<file path="src/rtl/dit_pkg.sv">
package dit_pkg;
  localparam int CTRL_EN_BIT  = 0;
  localparam int CTRL_EXT_BIT = 1;

  typedef struct packed {
    logic ext;
    logic en;
  } dit_ctrl_t;
endpackage

</file>
<file path="src/rtl/dit_regs.sv">
module dit_regs
  import dit_pkg::*;
#(
  parameter int BUS_W  = 32,
  parameter int IVAL_W = 16
) (
  input  logic              clk,
  input  logic              rst_n,
  input  logic              ctrl_wr,
  input  logic              ival_wr,
  input  logic [BUS_W-1:0]  wdata,
  output dit_ctrl_t         ctrl,
  output logic [IVAL_W-1:0] ival,
  output logic [BUS_W-1:0]  ctrl_rdata,
  output logic [BUS_W-1:0]  ival_rdata
);
  localparam int CTRL_PAD = BUS_W - 2;
  localparam int IVAL_PAD = BUS_W - IVAL_W;

  dit_ctrl_t         ctrl_q;
  logic [IVAL_W-1:0] ival_q;

  always_ff @(posedge clk) begin
    if (!rst_n) begin
      ctrl_q <= '0;
      ival_q <= '0;
    end else begin
      if (ctrl_wr) begin
        ctrl_q.en  <= wdata[CTRL_EN_BIT];
        ctrl_q.ext <= wdata[CTRL_EXT_BIT];
      end
      if (ival_wr) ival_q <= wdata[IVAL_W-1:0];
    end
  end

  assign ctrl       = ctrl_q;
  assign ival       = ival_q;
  assign ctrl_rdata = {{CTRL_PAD{1'b0}}, ctrl_q.ext, ctrl_q.en};
  assign ival_rdata = {{IVAL_PAD{1'b0}}, ival_q};

  a_r2_ctrl_write: assert property (@(posedge clk) disable iff (!rst_n)
    ctrl_wr |=> ctrl_rdata[1:0] == $past(wdata[1:0]));
  a_r3_ival_write: assert property (@(posedge clk) disable iff (!rst_n)
    ival_wr |=> ival == $past(wdata[IVAL_W-1:0]));
endmodule

</file>
<file path="src/rtl/dit_edge.sv">
module dit_edge #(
  parameter int STAGES = 2
) (
  input  logic clk,
  input  logic rst_n,
  input  logic din,
  output logic rise
);
  logic sampled;
  logic prev_q;

  generate
    if (STAGES == 0) begin : g_direct
      assign sampled = din;
    end else begin : g_sync
      logic [STAGES-1:0] chain_q;
      always_ff @(posedge clk) begin
        if (!rst_n) chain_q <= '0;
        else        chain_q <= {chain_q[STAGES-2:0], din};
      end
      assign sampled = chain_q[STAGES-1];
    end
  endgenerate

  always_ff @(posedge clk) begin
    if (!rst_n) prev_q <= 1'b0;
    else        prev_q <= sampled;
  end

  assign rise = sampled & ~prev_q;

  a_r8_single_edge: assert property (@(posedge clk) disable iff (!rst_n)
    rise |=> !rise);
endmodule

</file>
<file path="src/rtl/dit_counter.sv">
module dit_counter #(
  parameter int W = 16
) (
  input  logic         clk,
  input  logic         rst_n,
  input  logic         en,
  input  logic         ext,
  input  logic         restart,
  input  logic [W-1:0] limit,
  output logic         hit
);
  logic         run_q;
  logic [W-1:0] cnt_q;

  assign hit = run_q & en & ~ext & ~restart & (limit != '0) & (cnt_q == limit);

  always_ff @(posedge clk) begin
    if (!rst_n) begin
      run_q <= 1'b0;
      cnt_q <= '0;
    end else if (restart) begin
      run_q <= 1'b1;
      cnt_q <= '0;
    end else if (!en || ext) begin
      run_q <= 1'b0;
      cnt_q <= '0;
    end else if (run_q) begin
      if (hit) cnt_q <= '0;
      else     cnt_q <= cnt_q + 1'b1;
    end
  end

  a_r5_restart_clears: assert property (@(posedge clk) disable iff (!rst_n)
    restart |=> (cnt_q == '0) && run_q);
  a_r4_stop_on_disable: assert property (@(posedge clk) disable iff (!rst_n)
    (!en && !restart) |=> (cnt_q == '0) && !run_q);
  a_r6_count_step: assert property (@(posedge clk) disable iff (!rst_n)
    (run_q && en && !ext && !restart && !hit) |=> cnt_q == $past(cnt_q) + 1'b1);
  a_r6_wrap_on_hit: assert property (@(posedge clk) disable iff (!rst_n)
    hit |=> cnt_q == '0);
endmodule

</file>
<file path="src/rtl/dac_interval_trig.sv">
module dac_interval_trig
  import dit_pkg::*;
#(
  parameter int BUS_W       = 32,
  parameter int IVAL_W      = 16,
  parameter int SYNC_STAGES = 2
) (
  input  logic             clk,
  input  logic             rst_n,
  input  logic             ctrl_wr,
  input  logic             ival_wr,
  input  logic [BUS_W-1:0] wdata,
  output logic [BUS_W-1:0] ctrl_rdata,
  output logic [BUS_W-1:0] ival_rdata,
  input  logic             trig_in,
  input  logic             sw_sel,
  input  logic             sw_trig,
  input  logic             ext_trig,
  output logic             dac_trig
);
  dit_ctrl_t         ctrl;
  logic [IVAL_W-1:0] ival;
  logic              trig_rise;
  logic              ext_rise;
  logic              restart;
  logic              cnt_hit;
  logic              dac_trig_q;

  dit_regs #(.BUS_W(BUS_W), .IVAL_W(IVAL_W)) u_regs (
    .clk        (clk),
    .rst_n      (rst_n),
    .ctrl_wr    (ctrl_wr),
    .ival_wr    (ival_wr),
    .wdata      (wdata),
    .ctrl       (ctrl),
    .ival       (ival),
    .ctrl_rdata (ctrl_rdata),
    .ival_rdata (ival_rdata)
  );

  dit_edge #(.STAGES(0)) u_trig_edge (
    .clk   (clk),
    .rst_n (rst_n),
    .din   (trig_in),
    .rise  (trig_rise)
  );

  dit_edge #(.STAGES(SYNC_STAGES)) u_ext_edge (
    .clk   (clk),
    .rst_n (rst_n),
    .din   (ext_trig),
    .rise  (ext_rise)
  );

  assign restart = ctrl.en & ~ctrl.ext & (sw_sel ? sw_trig : trig_rise);

  dit_counter #(.W(IVAL_W)) u_counter (
    .clk     (clk),
    .rst_n   (rst_n),
    .en      (ctrl.en),
    .ext     (ctrl.ext),
    .restart (restart),
    .limit   (ival),
    .hit     (cnt_hit)
  );

  always_ff @(posedge clk) begin
    if (!rst_n) dac_trig_q <= 1'b0;
    else        dac_trig_q <= ctrl.en & (ctrl.ext ? ext_rise : cnt_hit);
  end

  assign dac_trig = dac_trig_q;

  a_r4_disabled_quiet: assert property (@(posedge clk) disable iff (!rst_n)
    !ctrl.en |=> !dac_trig);
  a_r8_ext_only_edges: assert property (@(posedge clk) disable iff (!rst_n)
    (ctrl.ext && !ext_rise) |=> !dac_trig);
  a_r10_restart_no_pulse: assert property (@(posedge clk) disable iff (!rst_n)
    (restart && !ctrl.ext) |=> !dac_trig);
endmodule

</file>
<file path="config.mk">
export PLATFORM = sky130hd
export DESIGN_NAME = dac_interval_trig
export DESIGN_NICKNAME = d
export VERILOG_FILES = /design/src/rtl/dit_pkg.sv /design/src/rtl/dit_regs.sv /design/src/rtl/dit_edge.sv /design/src/rtl/dit_counter.sv /design/src/rtl/dac_interval_trig.sv
export SDC_FILE = /design/constraint.sdc
export NUM_CORES = 1
export LEC_CHECK = 0
export CORE_MARGIN = 4
export CORE_UTILIZATION = 41
export DETAILED_ROUTE_END_ITERATION = 8
export PLACE_DENSITY = 0.86
export SLEW_MARGIN = 20
export SYNTH_ARGS = -nofsm -noshare
export SYNTH_HDL_FRONTEND = slang
export SYNTH_SLANG_ARGS = --single-unit
</file>
<file path="constraint.sdc">
create_clock -name clk -period 2.2 [get_ports clk]
set_input_delay 0.44 -clock clk [delete_from_list [all_inputs] [get_ports clk]]
set_output_delay 0.44 -clock clk [all_outputs]
set_load 0.02 [all_outputs]
</file>
==> flow_summary.yaml <==
run_status:
  status: "complete, no violations"
synthesis:
  netlist.area_leader.share_pct: 35.8
  synth_flop_cell: "dfxtp_1"
  synthCells: 241
  synth.most_common_cell: "buf_4"
  async_flop_share_pct: 0
  synth_area_leaders: "dfxtp_1 (36%), buf_4 (16%), xor2_1 (9.4%)"
  seq_area_frac_synth_pct: 35.8
  yosysWarningCount: 0
  synth_edf_count: 0
  synth_seq_cells: 40
  syn-mean-instance-area_sq_um: 9.28
  synth_area_leader_cell: "dfxtp_1"
  netlist_area_sq_um: 2240
  synth_cell_type_count: 27
  synthTopCellsByCount: "buf_4 (48), dfxtp_1 (40), xor2_1 (24)"
route:
  viasPerCell: 4.59
  vias: 1616
  drc_errors: 0
  drt_iter0_markers: 58
  ant_nets: 0
  route.final.wire_length_um: 4460
  firstDrtPassIters: 4
  wire_per_inst_um: 12.7
finish:
  instances_no_fill: 352
  area_growth_pct: 18.1
  diodes: 0
  drive_gt1_share_pct: 5.67
  finish.net_count: 322
placed_design:
  dpl.cell_count: 344
  io_buffers: 42
  place_congestion: 0.862
  dp_hpwl_um: 3450
  dpl_worst_slack_ns: 0.129
global_route:
  use_met3_pct: 3.73
  antenna_found_initial: 0
  grt_max_degree: 23
  first_global_vias: 1487
  grt_util_met1_pct: 16.3
  grt_overflow: 0
  grt_busiest_layer: "met2"
  grt_pass1_wl_um: 7050
  grt.total_usage_pct: 13.8
  use_met2_pct: 24.0
die:
  core_area_sq_um: 5200
  rows: 26
  start_util_pct: 43.0
  dieArea_sq_um: 6700
  die_h_um: 81.9
  ioPinCount: 105
  dieWidth_um: 81.9
sta:
  max_freq_mhz: 537
  fin_ws_ns: 0.338
  fin_tns_setup_ns: 0
  rsz0062_at_grt: "no"
  period_needed_ns: 1.86
  fin_crit_sh_pct: 84.6
  clock_skew_ns: 0.00376
  hold_slack_ns: 0.441
  finalSetupViolCount: 0
  drv_slew: 0
  hold_viol_final: 0
setup_path:
  cp-start-kind: "register"
  crit_type: "register to register"
  cp.required_ns: 2.37
  crit_arrival_ns: 2.04
  rrSetupSlack_ns: 0.34
  endpoint_kind: "register"
  crit_fanout: 15
clock_network:
  cts_tree: "done"
  post_cts_buffers: 0
  cts-root-buf: "clkbuf_8"
  clk_latency_ns: 0.29
  cts_resized: 0
  cts_max_level: 2
  clockBufferDepth: 2
  cts_made_buffers: 5
  ctsHoldBuffers: 0
  cts.sinks: 40
  path_clk_slew_ns: 0.08
power_and_ir_drop:
  power_mw: 1.67
  p_leak_nw: 1.11
  peakVddDrop_mv: 0.392
  power-per-cell-area_nw_per_um2: 631
flow_run:
  cap_violations: 0
worst_hold_path:
  hold_class: "register to register"
area by class of cell:
class / count / area [sq um]
clock buffers: 6 / 82.6
clock inverters: 2 / 38.8
fillers: 473 / 2560
inverters: 3 / 11.3
multi-input cells: 185 / 1170
flip-flops and latches: 40 / 801
well taps: 70 / 87.6
repair buffers: 46 / 450
flip-flops by register name, indices dropped and copies added (netlist names):
name,cells
u_ext_edge.prev_q,1
u_regs.ival,16
u_counter.run_q,1
u_trig_edge.prev_q,1
u_regs.ctrl,2
u_counter.cnt_q,16
u_ext_edge.g_sync.chain_q,2
dac_trig,1
per-stage QoR:
| stage | util (%) | area, sq um |
|---|---|---|
| finish | 50.8 | 2640 |
| global route | 50.8 | 2640 |
| CTS | 50.8 | 2640 |
| detailed placement | 48.4 | 2520 |
| global placement | 48.4 | 2520 |
| floorplan | - | 2410 |
cell usage in the layout (no fill, tap or decap), types with 6 or more instances in the layout:
cell	instances
nor4_1	12
clkbuf_8	6
xor2_1	24
clkdlybuf4s50_1	42
conb_1	46
nand4_1	9
mux2i_1	19
nand3_1	6
dfxtp_1	40
nor3_1	16
nor2b_1	18
nand2_1	6
worst max-delay path: stages, from the launching register on:
cell and delay (ns):
dfxtp_1 0.45, xor2_1 0.11, nor4_1 0.43, nand4_1 0.27, nor2_4 0.37, nor4_1 0.10
final timing paths:
| path | depth (start not counted) | from | endpoint |
|---|---|---|---|
| hold reg to reg | 1 | u_ext_edge.g_sync.chain_q[0]$_SDFF_PN0_ | u_ext_edge.g_sync.chain_q[1]$_SDFF_PN0_ |
| setup / recovery | 5 | u_counter.cnt_q[6]$_SDFFE_PP0P_ | u_counter.cnt_q[15]$_SDFFE_PP0P_ |
| setup reg to reg | 5 | u_counter.cnt_q[6]$_SDFFE_PP0P_ | u_counter.cnt_q[15]$_SDFFE_PP0P_ |
| hold / removal | 1 | u_ext_edge.g_sync.chain_q[0]$_SDFF_PN0_ | u_ext_edge.g_sync.chain_q[1]$_SDFF_PN0_ |
cells by family (layout without fill, tap and decap cells):
group | Yosys count | after routing | synth area share (%)
AO/OA/AOI/OAI | 6 | 6 | 1.57
XOR/XNOR | 29 | 29 | 11.4
adder cells (fa/ha/maj) | 1 | 1 | 0.559
buffers and inverters | 61 | 57 | 19.4
flip-flops | 40 | 40 | 35.8
multiplexers | 19 | 19 | 8.50
other | 1 | 46 | 0.168
AND/OR/NAND/NOR | 84 | 84 | 22.7
power by group:
part | internal, mW | switching (mW) | leakage, nW | total, mW
registers | 0.747 | 0.0263 | 0.327 | 0.773
logic | 0.114 | 0.154 | 0.719 | 0.268
clock network | 0.371 | 0.257 | 0.0614 | 0.627
per-layer routing:
layer	wire length, um	vias up
met3	319	9
met2	2270	72
met5	0	-
li1	-	800
met4	73	0
met1	1800	735
Note: power is estimated with default switching activity, not from simulation.
